--- config.mk ---
export PLATFORM = sky130hd
export DESIGN_NAME = hf_readout
export DESIGN_NICKNAME = d
export VERILOG_FILES = /design/src/rtl/hf_pkg.sv /design/src/rtl/hf_seq.sv /design/src/rtl/hf_frame_build.sv /design/src/rtl/hf_shifter.sv /design/src/rtl/hf_readout.sv
export SDC_FILE = /design/constraint.sdc
export NUM_CORES = 1
export LEC_CHECK = 0
export BUFFER_PORTS_ARGS = -buffer_cell sky130_fd_sc_hd__buf_4
export CORE_AREA = 2 2 148 150
export CTS_CLUSTER_DIAMETER = 150
export CTS_CLUSTER_SIZE = 24
export DETAILED_ROUTE_END_ITERATION = 10
export DIE_AREA = 0 0 150 152
export SYNTH_ARGS = -nofsm -noshare
export SYNTH_HDL_FRONTEND = slang
export SYNTH_SLANG_ARGS = --single-unit
export TNS_END_PERCENT = 20
--- constraint.sdc ---
create_clock -name clk -period 3.5 [get_ports clk]
set_clock_uncertainty 0.15 [all_clocks]
set_input_delay 0 -clock clk [delete_from_list [all_inputs] [get_ports clk]]
set_output_delay 0 -clock clk [all_outputs]
set_load 0.02 [all_outputs]
--- src/rtl/hf_pkg.sv ---
package hf_pkg;
   localparam int          SYNC_W   = 8;
   localparam logic [7:0]  SYNC_PAT = 8'b1010_1100;
   localparam int          STAT_W   = 2;
   localparam int          TAIL_W   = 8;
endpackage

--- src/rtl/hf_seq.sv ---
// Frame sequencer: trigger acceptance, bit/phase timing, trigger count, overflow flag.
module hf_seq #(
   parameter int FRAME_W = 96,
   parameter int CNT_W   = 5
) (
   input  logic             clk,
   input  logic             rst_n,
   input  logic             trig_i,
   output logic             load_o,
   output logic             shift_o,
   output logic             busy_o,
   output logic             phase_o,
   output logic             ovf_o,
   output logic [CNT_W-1:0] tcnt_o
);
   localparam int BIT_W = $clog2(FRAME_W);
   localparam logic [BIT_W-1:0] LAST_BIT = BIT_W'(FRAME_W - 1);

   logic [BIT_W-1:0] bit_q;
   logic             last_w;

   assign last_w  = (bit_q == LAST_BIT);
   assign load_o  = trig_i & ~busy_o;
   assign shift_o = busy_o & phase_o & ~last_w;

   always_ff @(posedge clk or negedge rst_n) begin
      if (!rst_n) begin
         busy_o  <= 1'b0;
         phase_o <= 1'b0;
         bit_q   <= '0;
      end else if (load_o) begin
         busy_o  <= 1'b1;
         phase_o <= 1'b0;
         bit_q   <= '0;
      end else if (busy_o) begin
         phase_o <= ~phase_o;
         if (phase_o) begin
            if (last_w) busy_o <= 1'b0;
            else        bit_q  <= bit_q + 1'b1;
         end
      end
   end

   always_ff @(posedge clk or negedge rst_n) begin
      if (!rst_n) begin
         ovf_o  <= 1'b0;
         tcnt_o <= '0;
      end else if (load_o) begin
         ovf_o  <= 1'b0;
         tcnt_o <= tcnt_o + 1'b1;
      end else if (trig_i && busy_o) begin
         ovf_o  <= 1'b1;
      end
   end
endmodule

--- src/rtl/hf_frame_build.sv ---
// Assembles the frame word from the live inputs and the sequencer state.
module hf_frame_build #(
   parameter int NCH     = 64,
   parameter int CNT_W   = 5,
   parameter int ID_W    = 9,
   parameter int FRAME_W = 96
) (
   input  logic [NCH-1:0]     hits_i,
   input  logic [NCH-1:0]     mask_i,
   input  logic [ID_W-1:0]    chip_id_i,
   input  logic               ovf_i,
   input  logic [CNT_W-1:0]   tcnt_i,
   output logic [FRAME_W-1:0] frame_o
);
   import hf_pkg::*;

   logic [NCH-1:0] data_w;

   for (genvar ch = 0; ch < NCH; ch++) begin : g_chan
      assign data_w[ch] = hits_i[ch] & ~mask_i[ch];
   end

   assign frame_o = {SYNC_PAT, ovf_i, 1'b0, tcnt_i, chip_id_i, data_w, {TAIL_W{1'b0}}};
endmodule

--- src/rtl/hf_shifter.sv ---
// Parallel-load, MSB-first shift register.
module hf_shifter #(
   parameter int FRAME_W = 96
) (
   input  logic               clk,
   input  logic               rst_n,
   input  logic               load_i,
   input  logic               shift_i,
   input  logic [FRAME_W-1:0] frame_i,
   output logic               msb_o
);
   logic [FRAME_W-1:0] sreg_q;

   always_ff @(posedge clk or negedge rst_n) begin
      if (!rst_n)       sreg_q <= '0;
      else if (load_i)  sreg_q <= frame_i;
      else if (shift_i) sreg_q <= {sreg_q[FRAME_W-2:0], 1'b0};
   end

   assign msb_o = sreg_q[FRAME_W-1];
endmodule

--- src/rtl/hf_readout.sv ---
module hf_readout #(
   parameter int NCH   = 64,
   parameter int CNT_W = 5,
   parameter int ID_W  = 9
) (
   input  logic            clk,
   input  logic            rst_n,
   input  logic            trig_i,
   input  logic [NCH-1:0]  hits_i,
   input  logic [NCH-1:0]  mask_i,
   input  logic [ID_W-1:0] chip_id_i,
   output logic            sdo_o,
   output logic            rd_clk_o,
   output logic            busy_o
);
   import hf_pkg::*;

   localparam int FRAME_W = SYNC_W + STAT_W + CNT_W + ID_W + NCH + TAIL_W;

   if (NCH < 1)       $error("hf_readout: NCH must be at least 1");
   if (CNT_W < 1)     $error("hf_readout: CNT_W must be at least 1");
   if (ID_W < 1)      $error("hf_readout: ID_W must be at least 1");

   logic               load_w, shift_w, phase_w, ovf_w, msb_w, busy_w;
   logic [CNT_W-1:0]   tcnt_w;
   logic [FRAME_W-1:0] frame_w;

   hf_seq #(.FRAME_W(FRAME_W), .CNT_W(CNT_W)) seq_i (
      .clk(clk), .rst_n(rst_n), .trig_i(trig_i),
      .load_o(load_w), .shift_o(shift_w), .busy_o(busy_w),
      .phase_o(phase_w), .ovf_o(ovf_w), .tcnt_o(tcnt_w)
   );

   hf_frame_build #(.NCH(NCH), .CNT_W(CNT_W), .ID_W(ID_W), .FRAME_W(FRAME_W)) build_i (
      .hits_i(hits_i), .mask_i(mask_i), .chip_id_i(chip_id_i),
      .ovf_i(ovf_w), .tcnt_i(tcnt_w), .frame_o(frame_w)
   );

   hf_shifter #(.FRAME_W(FRAME_W)) shift_i (
      .clk(clk), .rst_n(rst_n), .load_i(load_w), .shift_i(shift_w),
      .frame_i(frame_w), .msb_o(msb_w)
   );

   assign busy_o   = busy_w;
   assign sdo_o    = busy_w & msb_w;
   assign rd_clk_o = busy_w & phase_w;
endmodule

==> qor_table.md, run 1 <==
| Stage | Item | This run |
|---|---|---|
| status | Result of the run | finished clean |
| cts | Root Buffer | clkbuf_16 |
| cts | Sinks on Clock Net | 103 |
| die | Initial cell density of the core | 29.38% |
| die | Placement row count | 54 |
| timing | Final setup slack of the worst path | 769.8 ps |
| run | Maximum Capacitance Violations | 0 |
| route | DRC marker count from the first detailed-route iteration | 543 |
| final layout | Final core utilization | 43.18% |
| final layout | Leading cell type in the layout, fill and taps excluded | a31oi_1 |
| route | DRC violation count after routing | 0 |
| timing | Slew at the pin with the worst max-slew slack | 752.6 ps |
| final layout | Number of diodes added for antenna fixing | 0 |
| die | Die outline height | 152 microns |
| cts | Htree depth | 3 |
| yosys | Seq/Total Area, Yosys | 41.09% |
| final layout | Non-filler instance count after layout | 1,237 |
| cts | Clock-pin transition on the worst setup and hold timing paths | 70 ps |
| cts | CTS-repair resized insts | 0 |
| route | Via density per instance | 5.323 |
| yosys | Net count of the mapped netlist | 868 |
| yosys | Distinct cell type count of the synthesized netlist | 35 |
| place | Area after DPL | 7512 sq um |
| die | Area of the die | 22,800 sq um |
| timing | Total negative slack | 0 ps |
| route | Drt total wl | 19,620 microns |
| place | DP Wirelength | 11,030 microns |
| grt | Maximum number of pins on one net before global-route repair | 82 |
| timing | Number of hold violations in the final report | 0 |
| timing | Post-layout minimum cycle time | 2730 ps |
| die | Horiz. Die Dim | 150 microns |
| yosys | Count of state elements after synthesis | 103 |
| yosys | Average footprint of a synthesized cell | 8.639 sq um |
| route | Wire per inst | 15.86 microns |
| timing | Achievable clock frequency | 0.3663 GHz |
| route | Detailed-routing iteration count for the pre-antenna-repair pass | 5 |
| cts | Clock latency on the worst-skew pair | 350 ps |
| route | Vias | 6,585 |
| yosys | EDFF count, synth | 0 |
| setup path | Category of the worst setup path launch point | flop |
| setup path | Top fanout value on the critical path | 63 |
| cts | Num CTS Buffers | 9 |
| timing | Worst slew margin relative to its limit | 49.83% |
| cts | Number of buffers between clock root and the deepest sink | 2 |
| final layout | Fraction of final layout cells sized beyond drive strength 1 | 19.64% |
| pwr | Maximum vdd ir drop | 276.1 uV |
| grt | Total Routing Usage GR | 17.07% |
| grt | Global-route wire length before repair | 32,420 microns |
| yosys | Area of the mapped netlist | 6272 sq um |
| place | Post-placement cell count | 1,083 |
| yosys | Yosys top cell by area | dfrtp_1 |
| pwr | Leakage power figure | 4.165 nW |
| yosys | Most frequently used flop master after synthesis | dfrtp_1 |
| setup path | R2R Path End | shift_i.sreg_q[9]$_DFFE_PN0P_ |
| yosys | Top-area cell type share of the netlist area | 41.09% |
| setup path | Launch instance of the worst register-to-register path | seq_i.busy_o$_DFF_PN0_ |
| die | Core Region | 21,350 sq um |
| timing | Final setup vio count | 0 |
| die | I/O pin total | 143 |
| setup path | Cells on worst reg2reg path | 5 |
| pwr | PD cells | 574.9 nW/um^2 |
| grt | Via count of the first global-routing pass | 6,387 |
| route | Post-detailed-route count of antenna-violating nets | 0 |
| yosys | Largest cells by area after synthesis | dfrtp_1, a31oi_1, o211ai_1, a21boi_0, a21oi_1 |
| grt | Initial antenna violation count | 0 |
| place | Pre-CTS setup slack | 1167 ps |
| setup path | Data required time at the worst endpoint | 3620 ps |
| setup path | Endpoint kind of the worst setup timing path | flop |
| final layout | Final Instance Area | 9219 sq um |
| timing | Final period util | 78.01% |
| yosys | Number of instances in the synthesized netlist | 726 |
| place | Routability-driven placement congestion ratio | 0.7018 |
| final layout | Layout Area Growth over Synthesis | 46.98% |
| setup path | Startpoint-to-endpoint class of the critical path | reg2reg |
| setup path | Flop-to-flop setup slack | 770 ps |
| setup path | Worst EP arrival | 2850 ps |
| yosys | Count of synthesis-stage warnings from yosys | 0 |
| cts | TritonCTS clock tree | yes |
| timing | RSZ-0062 raised after global routing | no |
| place | Port Buf Inserts | 142 |
| grt | Aggregate global routing overflow | 0 |
| timing | Final Slew Violations | 0 |
| yosys | Share of synthesized flip-flops with an asynchronous set or reset | 100.0% |
| final layout | Number of nets in the finished design | 1,094 |
| min path | Hold/Removal Path Class | in2async |
| cts | Post-CTS setup buffers | 0 |
| final layout | Most used cells in the layout excluding fill and tap cells | a31oi_1, buf_4, dlygate4sd3_1 |
[cell type report]
type / count / area [sq um]
Fill cell: 2065 / 12130
Inverter: 64 / 240.2
Clock buffer: 13 / 260.3
Multi-Input combinational cell: 474 / 3088
Timing Repair Buffer: 300 / 2635
Sequential cell: 103 / 2580
Clock inverter: 3 / 65.06
Tap cell: 280 / 350.3
[cells by family after synthesis]
group | share of synthesized area, %
compound gates | 41.91
buf+inv | 10.07
flops | 41.09
simple gates | 4.528
mux | 1.157
xor+xnor | 0.8378
fa+ha+maj | 0.3989
[cell usage after synthesis, types with 3 or more instances]
master and n:
xnor2_1 5, nor2b_1 3, inv_1 63, nand2_1 15
nand3_1 13, mux2i_1 5, dfrtp_1 103, buf_4 4
a21boi_0 77, nand4_1 3, buf_2 34, clkbuf_1 43
a31oi_1 161, a211oi_1 3, nor2_1 20, o211ai_1 83
a21oi_1 67
[worst max-delay path by stage]
stage	startpoint	endpoint	slack (ps)
3_3_place_gp	seq_i.busy_o$_DFF_PN0_	shift_i.sreg_q[22]$_DFFE_PN0P_	1210
4_1_cts	seq_i.busy_o$_DFF_PN0_	shift_i.sreg_q[20]$_DFFE_PN0P_	760
5_1_grt	seq_i.busy_o$_DFF_PN0_	shift_i.sreg_q[10]$_DFFE_PN0P_	600
2_1_floorplan	seq_i.bit_q[0]$_DFFE_PN0P_	shift_i.sreg_q[90]$_DFFE_PN0P_	1760
6_report	seq_i.busy_o$_DFF_PN0_	shift_i.sreg_q[9]$_DFFE_PN0P_	770
3_5_place_dp	seq_i.busy_o$_DFF_PN0_	shift_i.sreg_q[41]$_DFFE_PN0P_	1170
[what timing repair did]
item / CTS / global route
hold endpoints to repair: 110 / 0
hold buffers: 138 / 0
setup endpoints to repair: 0 / 0
[power breakdown]
part	switching (mW)	internal, mW	leakage [nW]
clock	0.450	0.666	0.160
sequential	0.344	1.63	1.36
combinational	1.32	0.890	2.65
[critical path, stage by stage (launching register included)]
cell and delay (ps):
dfrtp_2 620, nand2b_4 680, buf_12 300, a21oi_1 100, dlygate4sd3_1 610, a31oi_1 140
[metal layers]
| metal | share of wire, % | track usage [%] | up-vias |
|---|---|---|---|
| met4 | 1.3 | 4.672 | 0 |
| met5 | 0 | 0 | - |
| met3 | 4.6 | 2.823 | 18 |
| met2 | 48 | 26.68 | 163 |
| li1 | - | - | 3189 |
| met1 | 46 | 24.38 | 3215 |
[stage by stage]
step / hold WS [ps] / power [mW]
after floorplan: -445.6 / 3.474
after global placement: -138.8 / 4.082
after detailed placement: -143.5 / 4.101
after CTS: 14.57 / 5.315
after global routing: 70.15 / 5.678
final: 2.352 / 5.300
[registers in the layout, indices dropped and copies added (netlist names)]
name            count
seq_i.bit_q         7
seq_i.tcnt_o        5
seq_i.ovf_o         1
shift_i.sreg_q     88
seq_i.phase_o       1
seq_i.busy_o        1
(Power assumes the default switching activity.)
==> run 2, diff against run 1 <==
ABC_AREA = 1   (was default)
CORE_AREA = 2 2 138 140   (was 2 2 148 150)
DIE_AREA = 0 0 140 142   (was 0 0 150 152)
clock period = 2.77 ns   (was 3.5 ns; I/O delays follow)
==> run 2 against run 1 <==
The flow now finishes with violations (DRC, hold timing). Worst hold slack got worse by 8.8 ps. Critical endpoint is now shift_i.sreg_q[21]$_DFFE_PN0P_. Final cell count increased by 0.40%. Synthesized cell count increased by 3.2%. Cell area decreased by 9.3%. Combinational power decreased by 29%. Via count decreased by 16%. Clock power increased by 7%. Worst setup slack got worse by 410 ps. Maximum frequency increased by 13%. Non-clock buffer count decreased by 11. Wire length decreased by 25%.
==> qor_table.md, run 2 <==
| Stage | Item | This run | Delta |
|---|---|---|---|
| yosys | Multiplexer share of the synthesized area | 0.2076% | -0.95 points |
| status | Result of the run | finished with violations |  |
| die | Area of the die | 19,880 sq um | -13% |
| place | Pre-CTS setup slack | 700.5 ps | -466.4 ps |
| setup path | Chain of cells forming the critical path | nor2_4, buf_6, nand3_1, dlygate4sd3_1, nand2_1, nand2_1, nand2_1 |  |
| setup path | Top fanout value on the critical path | 86 | +37% |
| timing | Slew at the pin with the worst max-slew slack | 649.5 ps | -103.2 ps |
| place | DP Wirelength | 8191 microns | -26% |
| yosys | Post-Synth Adder-Cell Area | 0.4614% | +0.062 points |
| setup path | Startpoint-to-endpoint class of the critical path | reg2reg |  |
| yosys | Xor and xnor fraction of the mapped netlist area | 0.9689% | +0.13 points |
| cts | Clock latency on the worst-skew pair | 340 ps | about the same |
| timing | RSZ-0062 raised after global routing | no |  |
| place | Post-placement cell count | 1,087 | +0.37% |
| place | Port Buf Inserts | 142 | unchanged |
| die | Core Region | 18,460 sq um | -14% |
| cts | Post-CTS setup buffers | 0 | unchanged |
| pwr | Maximum vdd ir drop | 348.8 uV | +26% |
| timing | Final setup vio count | 0 | unchanged |
| timing | Worst slew margin relative to its limit | 56.54% | +6.7 points |
| timing | Final period util | 87.06% | +9.1 points |
| timing | Number of hold violations in the final report | 4 | +4 |
| yosys | Count of state elements after synthesis | 103 | unchanged |
| yosys | Net count of the mapped netlist | 891 | +2.6% |
| route | Wire per inst | 11.82 microns | -25% |
| route | DRC violation count after routing | 10 | +10 |
| setup path | Crit path top cell by count | nand2_1 |  |
| final layout | Flip-flop count of the largest register, all copies and words added | 88 | unchanged |
| cts | TritonCTS clock tree | yes |  |
| route | Detailed-routing iteration count for the pre-antenna-repair pass | 11 | +6 |
| timing | Final setup slack of the worst path | 358.5 ps | -411.3 ps |
| timing | Achievable clock frequency | 0.4147 GHz | +13% |
| final layout | Number of diodes added for antenna fixing | 0 | unchanged |
| setup path | Cell with the largest stage delay on the worst path | dlygate4sd3_1 |  |
| cts | Root Buffer | clkbuf_16 |  |
| yosys | Compound-gate portion of the synthesized area | 1.038% | -41 points |
| cts | Htree depth | 3 | unchanged |
| yosys | Most frequent cells after synthesis | nand2_1, nand3_1, dfrtp_1 |  |
| yosys | Number of instances in the synthesized netlist | 749 | +3.2% |
| die | Die outline height | 142 microns | -6.6% |
| yosys | Average footprint of a synthesized cell | 7.242 sq um | -16% |
| route | DRC marker count from the first detailed-route iteration | 309 | -43% |
| yosys | Yosys top cell by area | dfrtp_1 |  |
| yosys | Largest family of logic cells by synthesized area | simple AND/OR/NAND/NOR gates |  |
| cts | Clock-pin transition on the worst setup and hold timing paths | 70 ps | about the same |
| pwr | Leakage power figure | 4.429 nW | +6.3% |
| place | Routability-driven placement congestion ratio | 0.7207 | +2.7% |
| place | Area after DPL | 6695 sq um | -11% |
| final layout | Fraction of final layout cells sized beyond drive strength 1 | 17.06% | -2.6 points |
| setup path | Slowest Stage Delay on Critical Path | 620 ps | -60 ps |
| die | I/O pin total | 143 | unchanged |
| final layout | Biggest register | shift_i.sreg_q |  |
| timing | Post-layout minimum cycle time | 2412 ps | -318.7 ps |
| die | Horiz. Die Dim | 140 microns | -6.7% |
| route | Post-detailed-route count of antenna-violating nets | 0 | unchanged |
| grt | Maximum number of pins on one net before global-route repair | 98 | +20% |
| final layout | Final Instance Area | 8362 sq um | -9.3% |
| die | Initial cell density of the core | 29.39% | about the same |
| cts | Sinks on Clock Net | 103 | unchanged |
| setup path | Endpoint kind of the worst setup timing path | flop |  |
| run | Maximum Capacitance Violations | 0 | unchanged |
| yosys | Distinct cell type count of the synthesized netlist | 24 | -31% |
| yosys | Most frequently used cell type in the post-synthesis netlist | nand2_1 |  |
| grt | Initial antenna violation count | 0 | unchanged |
| route | Vias | 5,564 | -16% |
| timing | Final Slew Violations | 0 | unchanged |
| final layout | Layout Area Growth over Synthesis | 54.16% |  |
| pwr | Total power | 5.011 mW | -5.5% |
| status | Failing checks | DRC, hold timing |  |
| yosys | Largest cells by area after synthesis | dfrtp_1, nand2_1, nand3_1, nand3b_1, inv_1 |  |
| final layout | Non-filler instance count after layout | 1,242 | +0.40% |
| cts | Num CTS Buffers | 9 | unchanged |
| yosys | Seq/Total Area, Yosys | 47.52% | +6.4 points |
| yosys | Count of synthesis-stage warnings from yosys | 0 | unchanged |
| cts | Number of buffers between clock root and the deepest sink | 2 | unchanged |
| pwr | PD cells | 599.3 nW/um^2 | +4.2% |
| yosys | Most frequently used flop master after synthesis | dfrtp_1 |  |
| route | Via density per instance | 4.480 | -16% |
| final layout | Leading cell type in the layout, fill and taps excluded | nand2_1 |  |
| timing | Total negative slack | 0 ps | unchanged |
| grt | Global-route wire length before repair | 24,600 microns | -24% |
| final layout | Number of nets in the finished design | 1,145 | +4.7% |
| route | Drt total wl | 14,690 microns | -25% |
| min path | Hold/Removal Path Class | in2async |  |
| setup path | Category of the worst setup path launch point | flop |  |
| yosys | Top-area cell type share of the netlist area | 47.52% | +6.4 points |
| grt | Total Routing Usage GR | 14.89% | -2.2 points |
| yosys | EDFF count, synth | 0 | unchanged |
| grt | Aggregate global routing overflow | 0 | unchanged |
| yosys | Simple-gate share of the synthesized area | 43.14% | +39 points |
| final layout | Registers with the highest flip-flop counts | shift_i.sreg_q: 88 flops, seq_i.bit_q: 7 flops, seq_i.tcnt_o: 5 flops |  |
| final layout | Final core utilization | 45.31% | +2.1 points |
| final layout | Most used cells in the layout excluding fill and tap cells | nand2_1, buf_4, dlygate4sd3_1 |  |
| die | Placement row count | 50 | -7.4% |
| yosys | Area of the mapped netlist | 5424 sq um | -14% |
| timing | Worst hold slack across all endpoints | -6.482 ps | -8.834 ps |
| setup path | Data required time at the worst endpoint | 2900 ps | -720 ps |
| grt | Via count of the first global-routing pass | 5,239 | -18% |
| yosys | Share of synthesized flip-flops with an asynchronous set or reset | 100.0% | unchanged |
| setup path | Worst EP arrival | 2540 ps | -310 ps |
==> run 2: cell types whose count changed after synthesis, sizes merged, moves of 20 or more <==
cell    before  now
nand2       15  360
nand3b       0   31
buf         42   22
o211ai      83    0
a31oi      161    0
a21boi      77    0
nand3       13  135
a21oi       67    3
inv         63   41
==> run 2: area by class of cell <==
| class | instances | area [sq um] |
|---|---|---|
| inverter | 41 | 158.9 |
| sequential | 103 | 2577 |
| clock buffer | 16 | 271.5 |
| multi-input combinational | 559 | 2502 |
| tap | 234 | 292.8 |
| fill | 1816 | 10090 |
| timing repair buffer | 289 | 2559 |
==> run 2: path summary, 6_finish.rpt <==
path,slack (ps),endpoint,startpoint,cells after the start
min,-6,shift_i.sreg_q[54]$_DFFE_PN0P_,rst_n,2
max in group asynchronous,1810,shift_i.sreg_q[59]$_DFFE_PN0P_,rst_n,3
max,360,shift_i.sreg_q[21]$_DFFE_PN0P_,seq_i.busy_o$_DFF_PN0_,7
min reg2reg,330,shift_i.sreg_q[92]$_DFFE_PN0P_,shift_i.sreg_q[91]$_DFFE_PN0P_,2
max reg2reg,360,shift_i.sreg_q[21]$_DFFE_PN0P_,seq_i.busy_o$_DFF_PN0_,7
min in group clk,280,shift_i.sreg_q[8]$_DFFE_PN0P_,mask_i[0],5
==> run 2: power breakdown <==
group          total (mW)  switching, mW  internal, mW
Combinational        1.56          0.858         0.705
Sequential           2.25          0.275          1.97
Clock                1.20          0.536         0.662
Total                5.01           1.67          3.34
==> run 2: repair_timing <==
action / CTS / global route
resized for setup: 0 / 1
hold buffers: 139 / 0
setup endpoints to repair: 0 / 1
hold endpoints to repair: 179 / 0
==> run 2: logic make-up (layout without fill, tap and decap cells) <==
family,Yosys count,in the layout
muxes,1,1
DFF,103,103
xor gates and xnor gates,6,6
AOI/OAI and AO/OA,10,10
and+or+nand+nor,540,540
adders and majority gates,2,2
buffers and inverters,87,346
==> run 2: critical path: cells and delay by family, from the launching register on <==
kind	cells	cell delay (ps)
buffers and inverters	2	1100
AND/OR/NAND/NOR	5	540
flip-flops	1	450
==> run 2: per-layer routing <==
| metal | GRT usage (%) | part of all wire [%] |
|---|---|---|
| met1 | 19.60 | 47 |
| met2 | 25.30 | 47 |
| met3 | 3.600 | 4.9 |
| met4 | 2.764 | 0.78 |
| met5 | 0 | 0 |
==> run 3, diff against run 2 <==
CORE_AREA = 10 10 146 148   (was 2 2 138 140)
DIE_AREA = 0 0 156 158   (was 0 0 140 142)
==> run 3 against run 2 <==
The flow now finishes without violations. Maximum frequency is 0.79% higher. Clock power is 13% higher. Die area is 24% higher. Final cell count hardly changed. Sequential power hardly changed. Worst hold slack better by 38 ps. Worst setup slack better by 19 ps. Non-clock buffer count is 1 lower. Sequential cell count stayed put. Global-route usage is 2.2 points lower. Critical endpoint is now shift_i.sreg_q[52]$_DFFE_PN0P_. Largest cell class unchanged.
==> qor_table.md, run 3 (synthesis gave the netlist of run 2 again) <==
| Stage | Item | This run | Delta |
|---|---|---|---|
| grt | Initial antenna violation count | 0 | unchanged |
| route | Post-detailed-route count of antenna-violating nets | 0 | unchanged |
| final layout | Biggest register | shift_i.sreg_q |  |
| final layout | Most used cells in the layout excluding fill and tap cells | nand2_1, buf_4, dlygate4sd3_1 |  |
| setup path | Launch instance of the worst register-to-register path | seq_i.busy_o$_DFF_PN0_ |  |
| final layout | Flip-flop count of the largest register, all copies and words added | 88 | unchanged |
| setup path | Cells on worst reg2reg path | 7 | unchanged |
| cts | Sinks on Clock Net | 103 | unchanged |
| route | Wire per inst | 12.53 microns | +6.0% |
| timing | Slew at the pin with the worst max-slew slack | 899.7 ps | +250.3 ps |
| die | I/O pin total | 143 | unchanged |
| route | DRC marker count from the first detailed-route iteration | 329 | +6.5% |
| pwr | Total power | 5.134 mW | +2.5% |
| setup path | Category of the worst setup path launch point | flop |  |
| grt | Global-route wire length before repair | 26,320 microns | +7.0% |
| setup path | Startpoint-to-endpoint class of the critical path | reg2reg |  |
| timing | Post-layout minimum cycle time | 2393 ps | -18.96 ps |
| grt | Total Routing Usage GR | 12.73% | -2.2 points |
| die | Area of the die | 24,650 sq um | +24% |
| timing | Final Slew Violations | 0 | unchanged |
| setup path | Top fanout value on the critical path | 86 | unchanged |
| status | Result of the run | finished clean |  |
| final layout | Number of diodes added for antenna fixing | 0 | unchanged |
| setup path | CP bufs+invs | 2 | unchanged |
| final layout | Layout Area Growth over Synthesis | 54.42% |  |
| cts | Clock-pin transition on the worst setup and hold timing paths | 70 ps | about the same |
| grt | Via count of the first global-routing pass | 5,508 | +5.1% |
| final layout | Final core utilization | 45.38% | +0.075 points |
| cts | Root Buffer | clkbuf_16 |  |
| die | Initial cell density of the core | 29.39% | unchanged |
| setup path | Number of logic stages on the critical path including buffering | 7 | unchanged |
| timing | Final setup slack of the worst path | 377.4 ps | +18.96 ps |
| route | DRC violation count after routing | 0 | -10 |
| cts | TritonCTS clock tree | yes |  |
| timing | RSZ-0062 raised after global routing | no |  |
| die | Placement row count | 50 | unchanged |
| setup path | Endpoint kind of the worst setup timing path | flop |  |
| cts | Clock latency on the worst-skew pair | 350 ps | about the same |
| final layout | Number of nets in the finished design | 1,144 | -0.087% |
| cts | Htree depth | 3 | unchanged |
| min path | Hold/Removal Path Class | in2async |  |
| setup path | Largest delay share family, worst path | buffers and inverters |  |
| final layout | Fraction of final layout cells sized beyond drive strength 1 | 17.48% | +0.41 points |
| timing | Worst slew margin relative to its limit | 40.02% | -17 points |
| grt | Aggregate global routing overflow | 0 | unchanged |
| timing | Number of hold violations in the final report | 0 | -4 |
| route | Detailed-routing iteration count for the pre-antenna-repair pass | 4 | -7 |
| run | Maximum Capacitance Violations | 0 | unchanged |
| pwr | PD cells | 613.0 nW/um^2 | +2.3% |
| place | DP Wirelength | 9132 microns | +11% |
| setup path | Worst EP arrival | 2520 ps | -20 ps |
| setup path | Crit path launch | seq_i.busy_o$_DFF_PN0_ |  |
| cts | Number of buffers between clock root and the deepest sink | 2 | unchanged |
| timing | Final period util | 86.37% | -0.68 points |
| timing | Total negative slack | 0 ps | unchanged |
| die | Die outline height | 158 microns | +11% |
| place | Pre-CTS setup slack | 636.3 ps | -64.23 ps |
| die | Core Region | 18,460 sq um | unchanged |
| setup path | Chain of cells forming the critical path | nor2_4, buf_6, nand3b_1, dlygate4sd3_1, nand2_1, nand2_1, nand2_1 |  |
| setup path | Cell with the largest stage delay on the worst path | dlygate4sd3_1 |  |
| grt | Maximum number of pins on one net before global-route repair | 118 | +20% |
| timing | Achievable clock frequency | 0.4180 GHz | +0.79% |
| cts | Post-CTS setup buffers | 0 | unchanged |
| place | Port Buf Inserts | 142 | unchanged |
| route | Drt total wl | 15,550 microns | +5.9% |
| timing | Final setup vio count | 0 | unchanged |
| route | Via density per instance | 4.427 | -1.2% |
| final layout | Registers with the highest flip-flop counts | shift_i.sreg_q: 88 flops, seq_i.bit_q: 7 flops, seq_i.tcnt_o: 5 flops |  |
| cts | Num CTS Buffers | 9 | unchanged |
| final layout | Leading cell type in the layout, fill and taps excluded | nand2_1 |  |
| setup path | Crit path top cell by count | nand2_1 |  |
| setup path | Slowest Stage Delay on Critical Path | 620 ps | about the same |
| route | Vias | 5,494 | -1.3% |
| pwr | Leakage power figure | 4.440 nW | +0.25% |
| place | Routability-driven placement congestion ratio | 0.7624 | +5.8% |
| setup path | Data required time at the worst endpoint | 2900 ps | about the same |
| pwr | Maximum vdd ir drop | 504.4 uV | +45% |
| die | Horiz. Die Dim | 156 microns | +11% |
[run 3: changes by cell type in the layout (fill, tap and decap cells not counted)]
| cell | before | now |
|---|---|---|
| inv_6 | 1 | 2 |
| clkinvlp_4 | 0 | 1 |
| buf_12 | 3 | 1 |
| clkbuf_1 | 5 | 0 |
| clkbuf_8 | 2 | 3 |
| clkinv_2 | 0 | 1 |
| buf_4 | 146 | 147 |
| bufinv_16 | 0 | 1 |
[run 3: what timing repair did]
action / 4_1_cts / 5_1_grt
hold buffers: 139 / 0
setup endpoints to repair: 0 / 4
gates resized for setup: 0 / 1
hold endpoints to repair: 115 / 0
[run 3: final timing paths]
check | to | slack, ps
max in group asynchronous | shift_i.sreg_q[30]$_DFFE_PN0P_ | 1690
min reg2reg | shift_i.sreg_q[94]$_DFFE_PN0P_ | 330
max reg2reg | shift_i.sreg_q[52]$_DFFE_PN0P_ | 380
max | shift_i.sreg_q[52]$_DFFE_PN0P_ | 380
min in group clk | shift_i.sreg_q[8]$_DFFE_PN0P_ | 270
min | shift_i.sreg_q[8]$_DFFE_PN0P_ | 30
[run 3: area by class of cell]
cell class | instances | area [sq um]
fillers | 1809 | 10080
flip-flops and latches | 103 | 2577
repair buffers | 288 | 2526
multi-input cells | 559 | 2502
well taps | 234 | 292.8
clock buffers | 12 | 266.5
inverters | 41 | 158.9
clock inverters | 4 | 51.30
[run 3: report_power, final]
part | switching [mW] | total (mW) | internal [mW]
Sequential | 0.280 | 2.25 | 1.97
Clock | 0.572 | 1.35 | 0.777
Combinational | 0.847 | 1.53 | 0.684
Total | 1.70 | 5.13 | 3.43
[run 3: worst register-to-register path: stages (launching register included)]
cell and delay, ps:
dfrtp_1 450, nor2_4 190, buf_6 510, nand3b_1 200, dlygate4sd3_1 620, nand2_1 60
nand2_1 50, nand2_1 100
[run 3: per-layer routing]
metal / routed length (microns) / global-route usage, %
met2: 7237 / 20.38
met4: 133 / 3.058
met1: 7314 / 16.51
met5: 0 / 0
met3: 868 / 3.745
[run 3: per-stage QoR]
stage	hold WS, ps	std cells	cell area [sq um]
floorplan	-445.6	749	5424
global placement	-131.7	1086	6663
detailed placement	-130.6	1086	6663
CTS	51.59	1241	8372
global route	83.85	1241	8376
finish	31.15	1241	8376
